[src/rtl/ser_ctl_pkg.sv]
package ser_ctl_pkg;

    localparam int BUS_W = 8;

    // command byte bit positions
    localparam int CMD_IRST = 6;
    localparam int CMD_RTS  = 5;
    localparam int CMD_ERST = 4;
    localparam int CMD_BRK  = 3;
    localparam int CMD_RXEN = 2;
    localparam int CMD_DTR  = 1;
    localparam int CMD_TXEN = 0;

    // mode byte, packed in bus bit order (msb first)
    typedef struct packed {
        logic [1:0] stop;
        logic       even;
        logic       par_en;
        logic [1:0] wlen;
        logic [1:0] div;
    } line_fmt_t;

    typedef struct packed {
        logic rts;
        logic brk;
        logic rx_en;
        logic dtr;
        logic tx_en;
    } cmd_bits_t;

    typedef struct packed {
        logic pe;
        logic oe;
        logic fe;
    } err_flags_t;

    localparam line_fmt_t FMT_RST = '{stop: 2'b01, even: 1'b0, par_en: 1'b0,
                                      wlen: 2'b11, div: 2'b01};

endpackage

[src/rtl/ser_ctl_seq.sv]
module ser_ctl_seq
    import ser_ctl_pkg::*;
(
    input  logic             clk,
    input  logic             rst_n,
    input  logic             ctl_wr,
    input  logic [BUS_W-1:0] wdata,
    output logic             mode_wait,
    output line_fmt_t        fmt,
    output cmd_bits_t        cmd,
    output logic             err_clr
);

    typedef struct packed {
        logic      mode_wait;
        line_fmt_t fmt;
        cmd_bits_t cmd;
    } seq_st_t;

    seq_st_t   s_d, s_q;
    line_fmt_t new_fmt;

    always_comb begin
        s_d     = s_q;
        err_clr = 1'b0;
        new_fmt = line_fmt_t'(wdata);
        if (new_fmt.stop == 2'b00) new_fmt.stop = 2'b01;
        if (new_fmt.div == 2'b00)  new_fmt.div  = 2'b01;
        if (ctl_wr) begin
            if (s_q.mode_wait) begin
                s_d.fmt       = new_fmt;
                s_d.mode_wait = 1'b0;
            end else if (wdata[CMD_IRST]) begin
                s_d.mode_wait = 1'b1;
                s_d.cmd       = '0;
            end else begin
                s_d.cmd.rts   = wdata[CMD_RTS];
                s_d.cmd.brk   = wdata[CMD_BRK];
                s_d.cmd.rx_en = wdata[CMD_RXEN];
                s_d.cmd.dtr   = wdata[CMD_DTR];
                s_d.cmd.tx_en = wdata[CMD_TXEN];
                err_clr       = wdata[CMD_ERST];
            end
        end
    end

    always_ff @(posedge clk or negedge rst_n) begin
        if (!rst_n) begin
            s_q.mode_wait <= 1'b1;
            s_q.fmt       <= FMT_RST;
            s_q.cmd       <= '0;
        end else begin
            s_q <= s_d;
        end
    end

    assign mode_wait = s_q.mode_wait;
    assign fmt       = s_q.fmt;
    assign cmd       = s_q.cmd;

endmodule

[src/rtl/ser_ctl_errs.sv]
module ser_ctl_errs
    import ser_ctl_pkg::*;
(
    input  logic       clk,
    input  logic       rst_n,
    input  err_flags_t set,
    input  logic       clr,
    output err_flags_t flags
);

    err_flags_t f_d, f_q;

    // a set in the clearing cycle wins
    always_comb begin
        f_d = clr ? '0 : f_q;
        f_d = f_d | set;
    end

    always_ff @(posedge clk or negedge rst_n) begin
        if (!rst_n) f_q <= '0;
        else        f_q <= f_d;
    end

    assign flags = f_q;

endmodule

[src/rtl/ser_ctl_rdmux.sv]
module ser_ctl_rdmux
    import ser_ctl_pkg::*;
(
    input  logic             rd_en,
    input  logic             addr_ctl,
    input  logic [BUS_W-1:0] rx_data,
    input  logic             dsr_n,
    input  logic             brk_det,
    input  err_flags_t       errs,
    input  logic             tx_empty,
    input  logic             rx_ready,
    input  logic             tx_ready,
    output logic [BUS_W-1:0] rdata
);

    logic [BUS_W-1:0] status;

    always_comb begin
        status = {~dsr_n, brk_det, errs.fe, errs.oe, errs.pe,
                  tx_empty, rx_ready, tx_ready};
        if (!rd_en)        rdata = '0;
        else if (addr_ctl) rdata = status;
        else               rdata = rx_data;
    end

endmodule

[src/rtl/ser_ctl_front.sv]
module ser_ctl_front
    import ser_ctl_pkg::*;
(
    input  logic       clk,
    input  logic       rst_n,
    input  logic       sel_i,
    input  logic       rd_i,
    input  logic       wr_i,
    input  logic       addr_ctl_i,
    input  logic [7:0] wdata_i,
    output logic [7:0] rdata_o,
    output logic       tx_load_o,
    output logic [7:0] tx_data_o,
    output logic       rx_take_o,
    input  logic [7:0] rx_data_i,
    input  logic       tx_ready_i,
    input  logic       tx_empty_i,
    input  logic       rx_ready_i,
    input  logic       rx_brk_i,
    input  logic       rx_par_err_i,
    input  logic       rx_ovr_err_i,
    input  logic       rx_frm_err_i,
    input  logic       dsr_n_i,
    output logic       rts_o,
    output logic       dtr_o,
    output logic       tx_en_o,
    output logic       rx_en_o,
    output logic       tx_brk_o,
    output logic [1:0] stop_sel_o,
    output logic       par_en_o,
    output logic       par_even_o,
    output logic [1:0] word_len_o,
    output logic [1:0] clk_div_o
);

    logic       ctl_wr, rd_en, err_clr, mode_wait;
    line_fmt_t  fmt;
    cmd_bits_t  cmd;
    err_flags_t err_set, err_flags;

    assign ctl_wr  = sel_i & wr_i & addr_ctl_i;
    assign rd_en   = sel_i & rd_i;
    assign err_set = '{pe: rx_par_err_i, oe: rx_ovr_err_i, fe: rx_frm_err_i};

    ser_ctl_seq u_seq (
        .clk       (clk),
        .rst_n     (rst_n),
        .ctl_wr    (ctl_wr),
        .wdata     (wdata_i),
        .mode_wait (mode_wait),
        .fmt       (fmt),
        .cmd       (cmd),
        .err_clr   (err_clr)
    );

    ser_ctl_errs u_errs (
        .clk   (clk),
        .rst_n (rst_n),
        .set   (err_set),
        .clr   (err_clr),
        .flags (err_flags)
    );

    ser_ctl_rdmux u_rdmux (
        .rd_en    (rd_en),
        .addr_ctl (addr_ctl_i),
        .rx_data  (rx_data_i),
        .dsr_n    (dsr_n_i),
        .brk_det  (rx_brk_i),
        .errs     (err_flags),
        .tx_empty (tx_empty_i),
        .rx_ready (rx_ready_i),
        .tx_ready (tx_ready_i),
        .rdata    (rdata_o)
    );

    assign tx_load_o  = sel_i & wr_i & ~addr_ctl_i;
    assign tx_data_o  = wdata_i;
    assign rx_take_o  = rd_en & ~addr_ctl_i;

    assign rts_o      = cmd.rts;
    assign dtr_o      = cmd.dtr;
    assign tx_en_o    = cmd.tx_en;
    assign rx_en_o    = cmd.rx_en;
    assign tx_brk_o   = cmd.brk;
    assign stop_sel_o = fmt.stop;
    assign par_en_o   = fmt.par_en;
    assign par_even_o = fmt.even;
    assign word_len_o = fmt.wlen;
    assign clk_div_o  = fmt.div;

endmodule

[config.mk]
export PLATFORM = sky130hd
export DESIGN_NAME = ser_ctl_front
export DESIGN_NICKNAME = d
export VERILOG_FILES = /design/src/rtl/ser_ctl_pkg.sv /design/src/rtl/ser_ctl_seq.sv /design/src/rtl/ser_ctl_errs.sv /design/src/rtl/ser_ctl_rdmux.sv /design/src/rtl/ser_ctl_front.sv
export SDC_FILE = /design/constraint.sdc
export NUM_CORES = 1
export LEC_CHECK = 0
export BUFFER_PORTS_ARGS = -buffer_cell sky130_fd_sc_hd__buf_4
export CAP_MARGIN = 10
export CORE_AREA = 2 2 57 46
export DETAILED_ROUTE_END_ITERATION = 16
export DIE_AREA = 0 0 59 48
export PLACE_DENSITY = 0.81
export SETUP_SLACK_MARGIN = 0.05
export SYNTH_ARGS = -nofsm -noshare
export SYNTH_HDL_FRONTEND = slang
export SYNTH_SLANG_ARGS = --single-unit
[constraint.sdc]
create_clock -name clk -period 2.5 [get_ports clk]
set_clock_uncertainty 0.2 [all_clocks]
set_input_delay 0.5 -clock clk [delete_from_list [all_inputs] [get_ports clk]]
set_output_delay 0.5 -clock clk [all_outputs]
set_load 0.02 [all_outputs]
==> results.md, run 1 <==
* Sequential fraction of the synthesis area at 0.4570
* Worst path max stage delay at about 0.22 ns
* Initial antenna violation count at 0
* Commonest non-fill, non-tap cell in the layout: buf_4
* Critical Path Sink Type: output pin
* Clk_lat worst skew at 0.29 ns
* Min Clock Period, post-route at 1.850 ns
* Drt via density at just under 5
* DPL Wire Length at between 1.5 and 2 mm
* Reg-to-reg endpoint: u_seq.cmd[4]
* Ys flop type: dfrtp_1
* Critical Path, Cell by Cell: buf_4, mux2i_1, nor2_1, buf_4
* Status: completed
* Reg2reg setup slack at 0.93 ns
* Storage element area at 431.7 µm²
* RSZ-0062 raised after global routing: no
* Die Height at ~48 µm
* Tot Pwr at 1090 µW
* Vias in the first global route at 784
* Fillers at 190
* Crit path kind: in2out
* CTS clk-pin slew, worst paths at 0.09 ns
* CTS tree: built
* Multi-input gate area at 432.9 µm²
* Worst-margin pin slew at between 0.4 and 0.5 ns
* CP Data Required Time at 1.80 ns
* Final setup vio count at 0
* Worst path slowest cell: mux2i_1
* Max IR drop VDD at 0.5464 mV
* Pre-antenna DRT Iters at 4
* Largest area contributor in the netlist: dfrtp_1
* Hold Path Class: in2reg
* Syn Inst Count at between 80 and 90
* Syn_area_per_cell at 11.38 µm²
* Post-synth EDFFs at 0
* Sink Count at 17
* DRT iter0 DRCs at 14
* Number of buffers created by CTS at 3
* Root Buffer: clkbuf_4
* Final hold violation count at 0
* Routed Antenna Nets at 0
* Total GRT Usage at 0.1698
* Starting density of the core at 0.4266
* Reg2reg path depth at 2
* # DRC at 0
* Setup TNS at 0 ns
* Synthesized net count at 113
* Layout cell share with drive strength beyond 1 at 0.6131
* Mapped cell area at 944.7 µm²
* Port buffer count at 60
* Hold Crit Depth at 2
* Highest clock rate at 0.5406 GHz
* Largest fanout on the critical path at 14
* Distinct cells, synth at 19
* H-Tree Depth at 1
* Async set-reset flop share out of synthesis at 1.000
* Most frequent cells in the layout: 60 x buf_4, 12 x nor2_1, 12 x dfrtp_1
* Wirelength per Cell at 13.99 µm
* Final period utilization at 0.7400
* Slew HR at 0.7077
* Resize count post-CTS at 0
* Max cap viols at 0
* GRT overflow at 0
* Final wirelength at 2.267 mm
* Startpoint types: input port
* Yosys warnings at 0
* Chip width at approximately 60 µm
* Power per cell area at slightly below 800 mW/mm²
* Nets at roughly 170
* RR Startpoint: u_seq.mode_wait
* Pleak at 0.0006961 µW
* First-pass GRT wire length at 3.525 mm
* CP startpoint: addr_ctl_i
* Setup crit end: rdata_o[1]
* Cell mode on critical path: buf_4
* Post-synthesis register bit count at 17
* Die area at 0.002832 mm²
* Clock tree buffer depth at 2
* I/O pin cnt at 61
* Synth top area cells: dfrtp_1 32%, dfstp_2 14%, mux2_2 11%
* Largest net degree at the start of global routing at 18
* Core area at 0.002215 mm²
* Ant. Diodes at 0
* Overall via count from detail_route at 795
* Layout area overhead at 46.49%
* Max Slew Vio Count at 0
* WP data arrival at around 1.2 ns
* Post-synth top area share at 0.3179
* Gpl congestion at about 0.67
* Std cell rows at 15
## logic make-up (layout without fill, tap and decap cells)
logic type / after synthesis / count (layout) / share of synthesized area
AND/OR/NAND/NOR: 30 / 30 / 0.1761
multiplexers: 21 / 21 / 0.2609
flip-flops: 17 / 17 / 0.4570
buffers and inverters: 11 / 65 / 0.08476
AO/OA/AOI/OAI: 4 / 4 / 0.02119
## flip-flops by register name, indices dropped and copies added (netlist names)
name	cells
u_seq.mode_wait	1
u_seq.fmt	8
u_seq.cmd	5
u_errs.flags	3
## final cells by class
cell class | count | area share
multi-input combinational | 55 | 0.3128
clock inverter | 1 | 0.003617
sequential | 17 | 0.3119
tap | 25 | 0.02260
clock buffer | 3 | 0.01627
timing repair buffer | 61 | 0.3327
## routing by layer
metal,global-route usage,up-vias,wire [µm]
li1,-,381,-
met1,0.2003,380,933
met2,0.3044,29,1140
met3,0.06216,5,166
met4,0.03636,0,25
met5,0,-,0
## Yosys cell counts, types with 2 or more instances
master    number
mux2i_1        7
dfrtp_1       12
mux2_2         9
a21oi_1        4
mux2_4         5
buf_4          8
nand2_1        2
nor2_1        12
nand2b_1       4
dfstp_2        5
nor2b_1        5
nor3b_1        3
## worst min path at each step
stage,from,to,slack (ns)
final,wdata_i[5],u_seq.fmt[5],0.26
after global routing,wdata_i[5],u_seq.fmt[5],0.25
after CTS,wdata_i[7],u_seq.fmt[7],0.25
after detailed placement,rst_n,u_seq.fmt[7],0.17
after global placement,rst_n,u_seq.fmt[7],0.17
after floorplan,rst_n,u_errs.flags[0],0.004
## critical path: cells and delay by family
family	cells	cell delay, ns
and+or+nand+nor	1	0.06
muxes	1	0.22
buffers and inverters	2	0.36
## timing repair
action | 4_1_cts | 5_1_grt
buffers inserted | 0 | 0
endpoints found under the hold margin | 12 | 0
hold buffers | 1 | 0
## stage by stage
stage                     worst slack [ns]  cell area (µm²)  std cells  hold slack, ns  utilization
after detailed placement            0.6357             1346        157          0.1710       0.6079
final                               0.6500             1384        162          0.2571       0.6249
after CTS                           0.6517             1384        162          0.2520       0.6249
after global routing                0.5768             1384        162          0.2489       0.6249
after floorplan                     0.6034            944.7         83        0.004409            -
after global placement              0.6754             1346        157          0.1706       0.6079
## power by group
part	leakage [µW]	internal [µW]	switching [µW]	total (µW)
logic	0.000486	254	238	493
registers	0.000192	395	55.1	451
clock network	0.0000177	59.6	87.1	147
Note: power is estimated with default switching activity, not from simulation.
==> run 2: changes to the inputs <==
--- a/config.mk
+++ b/config.mk
@@ -7,10 +7,10 @@
 export LEC_CHECK = 0
 export BUFFER_PORTS_ARGS = -buffer_cell sky130_fd_sc_hd__buf_4
 export CAP_MARGIN = 10
-export CORE_AREA = 2 2 57 46
+export CORE_AREA = 2 2 59 47
 export DETAILED_ROUTE_END_ITERATION = 16
-export DIE_AREA = 0 0 59 48
-export PLACE_DENSITY = 0.81
+export DIE_AREA = 0 0 61 49
+export PLACE_DENSITY = 0.78
 export SETUP_SLACK_MARGIN = 0.05
 export SYNTH_ARGS = -nofsm -noshare
 export SYNTH_HDL_FRONTEND = slang
==> constraint.sdc (replaced) <==
create_clock -name clk -period 1.8 [get_ports clk]
set_clock_uncertainty 0.2 [all_clocks]
set_input_delay 0.36 -clock clk [delete_from_list [all_inputs] [get_ports clk]]
set_output_delay 0.36 -clock clk [all_outputs]
set_load 0.02 [all_outputs]
==> run 2 against run 1 <==
Against the previous run: non-clock buffer count rose by 1; sequential share of layout area fell by 0.47 points; critical path depth fell by 1; largest power group unchanged.
==> results.md, run 2 (synthesized netlist as in run 1, its figures left out) <==
* Clock share of power at 0.133
* Final hold violation count at 0
* Highest clock rate at 0.6278 GHz
* Ant. Diodes at 0
* Nets at 169
* Reg2reg setup slack at about 0.27 ns
* Sequential share of power at 0.415
* GRT overflow at 0
* Setup crit end: rdata_o[4]
* Finished Cell Area at between 0.001 and 0.0015 mm²
* I/O pin cnt at a little over 60
* Die Height at about 49 µm
* Reg-to-reg endpoint: u_seq.cmd[0]
* Vias in the first global route at 841
* Pleak at 0.0007015 µW
* CP Data Required Time at roughly 1.2 ns
* First-pass GRT wire length at approximately 3.7 mm
* WP data arrival at 1.03 ns
* Min Clock Period, post-route at 1.593 ns
* Crit path kind: reg2out
* H-Tree Depth at 1
* Non-Filler Instances at about 170
* Max FFs per register at 8
* Clk_lat worst skew at 0.28 ns
* Clock tree buffer depth at 2
* Commonest non-fill, non-tap cell in the layout: buf_4
* CP startpoint: u_errs.flags[1]
* Hold Path Class: in2reg
* Status: completed
* Switch share at 0.3443
* DRT iter0 DRCs at 8
* Pint at about 990 µW
* Starting density of the core at 0.3836
* Placed Instances at 169
* CTS clk-pin slew, worst paths at 0.10 ns
* Startpoint types: register
* Gpl congestion at 0.6603
* Pre-antenna DRT Iters at 2
* Slew HR at 0.8073
* GRT met1 Usage at 0.2125
* Drt via density at ~4.7
* RR Startpoint: u_seq.mode_wait
* Die area at 0.002989 mm²
* Overall via count from detail_route at 812
* RSZ-0062 raised after global routing: no
* Number of buffers created by CTS at 3
* Layout area overhead at 48.74%
* Post-CTS setup buffers at 0
* Layout cell share with drive strength beyond 1 at 0.6159
* Port buffer count at 60
* Sink Count at 17
* Chip width at 61 µm
* Global routing usage on met2 at 0.2796
* Max Slew Vio Count at 0
* Root Buffer: clkbuf_4
* Setup TNS at 0 ns
* # DRC at 0
* Max IR drop VDD at 0.6938 mV
* Most frequent cells in the layout: 61 x buf_4, 12 x nor2_1, 12 x dfrtp_1
* Reg2reg path depth at 3
* Std cell rows at 16
* Psw at 518.0 µW
* Largest fanout on the critical path at 2
* Power per cell area at 1071 mW/mm²
* CTS tree: built
* Critical Path, Cell by Cell: mux2i_1, nor2_1, buf_4
* Core area at 0.002462 mm²
* Comb pwr share at 0.452
* Worst path max stage delay at ~0.39 ns
* Met3 Usage GRT at 0.03183
* Final period utilization at 0.8849
* Total GRT Usage at 0.1635
* Initial antenna violation count at 0
* Final setup vio count at 0
* DPL Wire Length at 1.767 mm
* Most Crowded Layer GR: met2
* Wirelength per Cell at 12.82 µm
* Worst path slowest cell: dfrtp_1
* Final wirelength at 2.231 mm
* Placement Cell Area at 0.001368 mm²
* Resize count post-CTS at 0
* Critical Path Sink Type: output pin
* Fillers at roughly 220
* Worst-margin pin slew at 0.2884 ns
* Max cap viols at 0
* Largest net degree at the start of global routing at 18
* Routed Antenna Nets at 0
* Largest reg by FF count: u_seq.fmt
==> run 2: area by class of cell <==
type | instances | area, µm² | share of cell area
clock inverters | 1 | 5.005 | 0.003562
well taps | 36 | 45.04 | 0.03206
flip-flops and latches | 17 | 431.7 | 0.3072
clock buffers | 3 | 22.52 | 0.01603
repair buffers | 62 | 467.9 | 0.3330
multi-input cells | 55 | 432.9 | 0.3081
==> run 2: power groups by stage <==
stage                     clock network [µW]  logic, µW  registers, µW
after floorplan                            0        224            778
after global placement                     0        670            624
after detailed placement                   0        688            630
after CTS                                214        691            626
after global routing                     229        719            646
final                                    200        680            625
==> run 2: timing repair <==
| item | CTS | global route |
|---|---|---|
| endpoints found under the hold margin | 17 | 0 |
| setup endpoints to repair | 0 | 0 |
| hold buffers | 1 | 0 |
==> run 2: metal layers <==
metal,vias to the layer above,part of all wire
li1,385,-
met3,2,0.060
met5,-,0
met2,29,0.51
met1,396,0.42
met4,0,0.0081
==> run 2: stage by stage <==
stage                     utilization  hold slack (ns)  total power (µW)  setup slack [ns]
final                          0.5706           0.1245              1505            0.2071
after CTS                      0.5706           0.1168              1531            0.1864
after floorplan                     -          -0.1356              1002            0.1834
after global placement         0.5554          0.02653              1295            0.2347
after detailed placement       0.5554          0.03674              1317            0.2187
after global routing           0.5706           0.1121              1594            0.1218
==> run 2: worst min path at each step <==
| stage | from | endpoint | slack, ns | cells past startpoint |
|---|---|---|---|---|
| 2_1_floorplan | rst_n | u_errs.flags[0] | -0.14 | 0 |
| 3_5_place_dp | rst_n | u_seq.fmt[7] | 0.04 | 1 |
| 6_report | wdata_i[5] | u_seq.fmt[5] | 0.12 | 2 |
| 3_3_place_gp | rst_n | u_seq.fmt[1] | 0.03 | 1 |
| 5_1_grt | wdata_i[3] | u_seq.fmt[3] | 0.11 | 2 |
| 4_1_cts | wdata_i[5] | u_seq.fmt[5] | 0.12 | 2 |
==> run 2: worst max-delay path, delay by kind of cell, from the launching register on <==
family,cells,cell delay (ns)
simple gates,1,0.06
flops,1,0.39
mux,1,0.14
buf+inv,1,0.16
